===== src/rtl/irq_hub_pkg.sv =====
package irq_hub_pkg;
    typedef enum logic [1:0] {
        GRP_MASK = 2'd0,
        GRP_PEND = 2'd1,
        GRP_NONE = 2'd2,
        GRP_CTRL = 2'd3
    } grp_e;

    localparam logic [1:0] CTRL_IPI_SET = 2'd0;
    localparam logic [1:0] CTRL_IPI_CLR = 2'd1;
    localparam logic [1:0] CTRL_TMR_CLR = 2'd2;
    localparam logic [1:0] CTRL_RAW     = 2'd3;
endpackage


===== src/rtl/irq_raw_reg.sv =====
module irq_raw_reg #(
    parameter int RAW_W = 64,
    localparam int IW = $clog2(RAW_W)
) (
    input  logic             clk,
    input  logic             rst_n,
    input  logic             post_vld,
    input  logic [IW-1:0]    post_idx,
    input  logic             clr_vld,
    input  logic [IW-1:0]    clr_idx,
    output logic [RAW_W-1:0] raw
);
    typedef struct packed {
        logic [RAW_W-1:0] raw;
    } st_t;

    st_t st_d, st_q;

    always_comb begin
        logic [RAW_W-1:0] set_m, clr_m;
        set_m = post_vld ? (RAW_W'(1) << post_idx) : '0;
        clr_m = clr_vld  ? (RAW_W'(1) << clr_idx)  : '0;
        st_d     = st_q;
        st_d.raw = (st_q.raw & ~clr_m) | set_m;
    end

    always_ff @(posedge clk) begin
        if (!rst_n) st_q <= '0;
        else        st_q <= st_d;
    end

    assign raw = st_q.raw;


    post_sets_chk: assert property (@(posedge clk) disable iff (!rst_n)
        post_vld |=> raw[$past(post_idx)]);


    clr_drops_chk: assert property (@(posedge clk) disable iff (!rst_n)
        (clr_vld && !(post_vld && post_idx == clr_idx)) |=> !raw[$past(clr_idx)]);
endmodule


===== src/rtl/irq_cpu_slice.sv =====
module irq_cpu_slice #(
    parameter int RAW_W = 64
) (
    input  logic             clk,
    input  logic             rst_n,
    input  logic             mask_we,
    input  logic [RAW_W-1:0] wdata,
    input  logic [RAW_W-1:0] raw,
    output logic [RAW_W-1:0] mask,
    output logic [RAW_W-1:0] pend,
    output logic             dev_irq
);
    typedef struct packed {
        logic [RAW_W-1:0] mask;
        logic             irq;
    } st_t;

    st_t st_d, st_q;

    always_comb begin
        st_d      = st_q;
        if (mask_we) st_d.mask = wdata;
        st_d.irq  = |(raw & st_q.mask);
    end

    always_ff @(posedge clk) begin
        if (!rst_n) st_q <= '0;
        else        st_q <= st_d;
    end

    assign mask    = st_q.mask;
    assign pend    = raw & st_q.mask;
    assign dev_irq = st_q.irq;


    mask_store_chk: assert property (@(posedge clk) disable iff (!rst_n)
        mask_we |=> mask == $past(wdata));


    irq_follow_chk: assert property (@(posedge clk) disable iff (!rst_n)
        rst_n |=> dev_irq == $past(|pend));
endmodule


===== src/rtl/irq_flag_set.sv =====
module irq_flag_set #(
    parameter int N = 4
) (
    input  logic         clk,
    input  logic         rst_n,
    input  logic         set_vld,
    input  logic [N-1:0] set_map,
    input  logic         clr_vld,
    input  logic [N-1:0] clr_map,
    output logic [N-1:0] flags
);
    typedef struct packed {
        logic [N-1:0] flags;
    } st_t;

    st_t st_d, st_q;

    always_comb begin
        logic [N-1:0] s, c;
        s = set_vld ? set_map : '0;
        c = clr_vld ? clr_map : '0;
        st_d       = st_q;
        st_d.flags = (st_q.flags & ~c) | s;
    end

    always_ff @(posedge clk) begin
        if (!rst_n) st_q <= '0;
        else        st_q <= st_d;
    end

    assign flags = st_q.flags;


    set_wins_chk: assert property (@(posedge clk) disable iff (!rst_n)
        set_vld |=> (flags & $past(set_map)) == $past(set_map));


    clr_drops_chk: assert property (@(posedge clk) disable iff (!rst_n)
        (clr_vld && !set_vld) |=> (flags & $past(clr_map)) == '0);
endmodule


===== src/rtl/irq_hub.sv =====
module irq_hub #(
    parameter int NCPU  = 4,
    parameter int RAW_W = 64,
    localparam int IW     = $clog2(RAW_W),
    localparam int SEL_W  = (NCPU > 4) ? $clog2(NCPU) : 2,
    localparam int ADDR_W = SEL_W + 2
) (
    input  logic              clk,
    input  logic              rst_n,
    input  logic [ADDR_W-1:0] reg_addr,
    input  logic              reg_we,
    input  logic [RAW_W-1:0]  reg_wdata,
    output logic [RAW_W-1:0]  reg_rdata,
    input  logic              post_vld,
    input  logic [IW-1:0]     post_idx,
    input  logic              clr_vld,
    input  logic [IW-1:0]     clr_idx,
    input  logic              tmr_tick,
    output logic [NCPU-1:0]   dev_irq,
    output logic [NCPU-1:0]   ipi_irq,
    output logic [NCPU-1:0]   tmr_irq
);
    import irq_hub_pkg::*;

    grp_e             grp;
    logic [SEL_W-1:0] sel;
    logic [RAW_W-1:0] raw;
    logic [RAW_W-1:0] mask_arr [NCPU];
    logic [RAW_W-1:0] pend_arr [NCPU];
    logic [NCPU-1:0]  ipi_flags, tmr_flags;
    logic             ctl_we;

    assign grp    = grp_e'(reg_addr[ADDR_W-1 -: 2]);
    assign sel    = reg_addr[SEL_W-1:0];
    assign ctl_we = reg_we && (grp == GRP_CTRL);

    irq_raw_reg #(.RAW_W(RAW_W)) u_raw (
        .clk(clk), .rst_n(rst_n),
        .post_vld(post_vld), .post_idx(post_idx),
        .clr_vld(clr_vld), .clr_idx(clr_idx),
        .raw(raw)
    );

    for (genvar k = 0; k < NCPU; k++) begin : g_cpu
        logic we_k;
        assign we_k = reg_we && (grp == GRP_MASK) && (sel == SEL_W'(k));
        irq_cpu_slice #(.RAW_W(RAW_W)) u_slice (
            .clk(clk), .rst_n(rst_n),
            .mask_we(we_k), .wdata(reg_wdata), .raw(raw),
            .mask(mask_arr[k]), .pend(pend_arr[k]), .dev_irq(dev_irq[k])
        );
    end

    irq_flag_set #(.N(NCPU)) u_ipi (
        .clk(clk), .rst_n(rst_n),
        .set_vld(ctl_we && sel[1:0] == CTRL_IPI_SET), .set_map(reg_wdata[NCPU-1:0]),
        .clr_vld(ctl_we && sel[1:0] == CTRL_IPI_CLR), .clr_map(reg_wdata[NCPU-1:0]),
        .flags(ipi_flags)
    );

    irq_flag_set #(.N(NCPU)) u_tmr (
        .clk(clk), .rst_n(rst_n),
        .set_vld(tmr_tick), .set_map({NCPU{1'b1}}),
        .clr_vld(ctl_we && sel[1:0] == CTRL_TMR_CLR), .clr_map(reg_wdata[NCPU-1:0]),
        .flags(tmr_flags)
    );

    assign ipi_irq = ipi_flags;
    assign tmr_irq = tmr_flags;

    always_comb begin
        reg_rdata = '0;
        unique case (grp)
            GRP_MASK: for (int k = 0; k < NCPU; k++)
                          if (sel == SEL_W'(k)) reg_rdata = mask_arr[k];
            GRP_PEND: for (int k = 0; k < NCPU; k++)
                          if (sel == SEL_W'(k)) reg_rdata = pend_arr[k];
            GRP_CTRL: begin
                unique case (sel[1:0])
                    CTRL_IPI_SET, CTRL_IPI_CLR: reg_rdata = RAW_W'(ipi_flags);
                    CTRL_TMR_CLR:               reg_rdata = RAW_W'(tmr_flags);
                    default:                    reg_rdata = raw;
                endcase
            end
            default: reg_rdata = '0;
        endcase
    end


    reset_clear_chk: assert property (@(posedge clk)
        !rst_n |=> (raw == '0 && ipi_flags == '0 && tmr_flags == '0 && dev_irq == '0));


    raw_ro_chk: assert property (@(posedge clk) disable iff (!rst_n)
        (!post_vld && !clr_vld) |=> $stable(raw));
endmodule


===== config.mk =====
export PLATFORM = sky130hd
export DESIGN_NAME = irq_hub
export DESIGN_NICKNAME = d
export VERILOG_FILES = /design/src/rtl/irq_hub_pkg.sv /design/src/rtl/irq_raw_reg.sv /design/src/rtl/irq_cpu_slice.sv /design/src/rtl/irq_flag_set.sv /design/src/rtl/irq_hub.sv
export SDC_FILE = /design/constraint.sdc
export NUM_CORES = 1
export LEC_CHECK = 0
export BUFFER_PORTS_ARGS = -buffer_cell sky130_fd_sc_hd__buf_2
export CAP_MARGIN = 20
export CORE_AREA = 2 2 234 236
export DETAILED_ROUTE_END_ITERATION = 6
export DIE_AREA = 0 0 236 238
export GPL_TIMING_DRIVEN = 1
export PLACE_DENSITY = 0.47
export RECOVER_POWER = 100
export SKIP_CTS_REPAIR_TIMING = 1
export SLEW_MARGIN = 20
export SYNTH_ARGS = -nofsm -noshare
export SYNTH_HDL_FRONTEND = slang
export SYNTH_SLANG_ARGS = --single-unit

===== constraint.sdc =====
create_clock -name clk -period 3.8 [get_ports clk]
set_input_delay 0.19 -clock clk [delete_from_list [all_inputs] [get_ports clk]]
set_output_delay 0.19 -clock clk [all_outputs]
set_load 0.1 [all_outputs]

==> flow_metrics.tcl <==
set metrics [dict create \
    cts_sinks 332 \
    setup-violations-final 0 \
    outcome "finished with violations" \
    hold_slack_ns 0.0683 \
    rows 85 \
    pin_count 162 \
    fmax_mhz 301 \
    crit_buf_inv 5 \
    initialDrtViolationCount 2135 \
    rsz0062_at_grt "no" \
    criticalPathCategory "in -> out" \
    clock_skew_ns 0.0191 \
    viasPerCell 5.87 \
    io_buffers 161 \
    cts_tree "done" \
    worstHoldStart "post_idx[1]" \
    final_layout_size_suffix_gt1_share_pct 12.9 \
    syn_nets 2128 \
    r2r_end "g_cpu[0].u_slice.dev_irq$_SDFF_PN0_" \
    yosys_register_bits 332 \
    worstHoldPathCells 4 \
    worst_skew_pair.late_latency_ns 0.59 \
    place_area_um2 18400 \
    r2r_start "u_raw.raw[14]$_SDFF_PN0_" \
    slowest_stage "nor4_1" \
    ys_seq_area_share_pct 40.4 \
    hold_path.class "in -> reg" \
    core_um2 53500 \
    dp_hpwl_mm 61.6 \
    violations "capacitance limit, slew limit" \
    synth_warnings 0 \
    finalCriticalPeriod_ns 3.33 \
    synthDistinctLibCells 45 \
    crit_arrival_ns 3.14 \
    initial_core_util_pct 30.8 \
    holdPathEnd "u_raw.raw[1]$_SDFF_PN0_" \
    maxSlewHeadroom_pct -65.2 \
    gp_congestion 0.977 \
    antenna_found_initial 1 \
    syn2layout_area_growth_pct 23.4 \
    crit_chain "buf_2 > inv_1 > clkbuf_1 > a21oi_4 > buf_4 > nor4_1 > buf_12" \
    avgSynthCellArea_um2 8.06 \
    ff2ff_path_depth 5 \
    grt_pass1_vias 15900 \
    synth_cells 2042 \
    start_kind "primary input" \
    hold_viol 0 \
    die_width_um 236 \
    wl_mm 85.9 \
    antenna_left 0 \
    worst_slew_pin_slew_ns 2.48 \
    cts_buffer_depth 3 \
    fin_crit_sh_pct 87.5 \
    final.setup.worst_slack_ns 0.474 \
    synth_ff_type "dfxtp_1" \
    path_clk_slew_ns 0.06 \
    endpoint_kind "output port" \
    dieArea_um2 56200 \
    leakagePower_uw 0.00678 \
    mostFrequentLayoutCell "nand2_1" \
    cts_buffers 41 \
    fin_nets 2292 \
    cts_root_buf "clkbuf_16" \
    grt_first_pass_wirelength_mm 122 \
    synth_area_um2 16500 \
    num_vias 17200 \
    design_area_um2 20300 \
    pre_cts_slack_ns 1.07 \
    cp_top_family "buffers and inverters" \
    vdd_drop_max_mv 0.266 \
    ys_async_sr_fraction_pct 0 \
    grt_max_degree 123 \
    cp_max_fo 15 \
    final.setup.tns_ns 0 \
    h-tree-depth 2 \
    powerDensity_nw_per_um2 427 \
    fp.dieH_um 238 \
    gr-total-overflow 0 \
    cpPeakStageDelay_ns 0.90 \
    finalMaxSlewViolations 141 \
    wire_per_inst_um 29.3 \
    maxCapViolations 2 \
    drt-pass1-iter-count 5 \
    required_ns 3.61 \
    layout_common_cells "nand2_1 (614), dfxtp_1 (332), a21boi_0 (316)" \
    r2r_setup_slack_ns 1.42 \
    drc 0 \
    synth_edf_count 0 \
    grt_use_total_pct 29.9 \
]
-- worst register-to-register path, cell delays in order (launching register included) --
cell and delay [ns]:
dfxtp_1 0.45, a22o_1 0.40, a221oi_1 0.43, nand4_1 0.15
nor3_1 0.43, a21boi_0 0.30
-- layer usage --
layer	vias up	share of wire, %	GRT usage, %
met4	0	5.1	14.2
met5	-	0	0
met3	203	8.4	5.33
met2	952	45	46.9
met1	8506	42	40.0
li1	7570	-	-
-- area by class of cell --
| type | count | area [um^2] |
|---|---|---|
| multi-input cells | 1554 | 9240 |
| diodes | 1 | 2.50 |
| repair buffers | 267 | 2120 |
| clock buffers | 62 | 1200 |
| flip-flops and latches | 332 | 6650 |
| clock inverters | 13 | 176 |
| inverters | 10 | 37.5 |
| well taps | 696 | 871 |
| fillers | 5538 | 33200 |
-- flip-flops by register name, summed over array words and instances (netlist names) --
signal                 count
g_cpu.u_slice.mask       256
u_raw.raw                 64
g_cpu.u_slice.dev_irq      4
u_ipi.flags                4
u_tmr.flags                4
-- synth_stat cells, types with 3 or more instances --
cell	n	area [um^2]
a2111oi_0	10	87.6
a211oi_1	11	82.6
a21boi_0	220	1650
a21boi_1	104	781
a21oi_1	10	50.1
a221oi_1	39	342
a22o_1	40	350
a22oi_1	53	398
a32o_1	25	250
and2_1	4	25.0
buf_1	3	11.3
buf_2	44	220
buf_4	7	52.6
buf_6	6	67.6
clkbuf_1	86	323
dfxtp_1	332	6650
inv_1	9	33.8
mux2i_1	9	90.1
mux4_2	28	631
nand2_1	614	2300
nand2b_1	32	200
nand3_1	16	80.1
nand4_1	19	119
nor2_1	114	428
nor2b_1	19	119
nor3_1	14	70.1
nor4_1	24	150
o211ai_1	3	22.5
o21ai_0	79	395
o22ai_1	48	300
-- worst max path at each step --
stage | start | end | cells after the start
after floorplan | reg_addr[1] | reg_rdata[45] | 6
after global placement | reg_addr[1] | reg_rdata[59] | 5
after detailed placement | reg_addr[1] | reg_rdata[10] | 5
after CTS | reg_addr[1] | reg_rdata[10] | 5
after global routing | reg_addr[3] | reg_rdata[35] | 7
final | reg_addr[3] | reg_rdata[35] | 7
-- per-stage QoR --
stage | utilization, % | instances | power (uW)
after global routing | 37.9 | 2934 | 8860
final | 37.9 | 2935 | 8660
after CTS | 37.0 | 2869 | 8650
after global placement | 34.4 | 2794 | 4560
after floorplan | - | 2042 | 4190
after detailed placement | 34.4 | 2794 | 4560
-- report_power, final --
group | switching [uW] | total [uW] | internal [uW]
clock network | 1650 | 4110 | 2460
registers | 70.3 | 3590 | 3520
logic | 643 | 950 | 307
-- cell families after synthesis --
family,synth area share [%]
and+or+nand+nor,21.9
muxes,4.45
DFF,40.4
buffers and inverters,4.33
AOI/OAI and AO/OA,28.9
(Power assumes the default switching activity.)
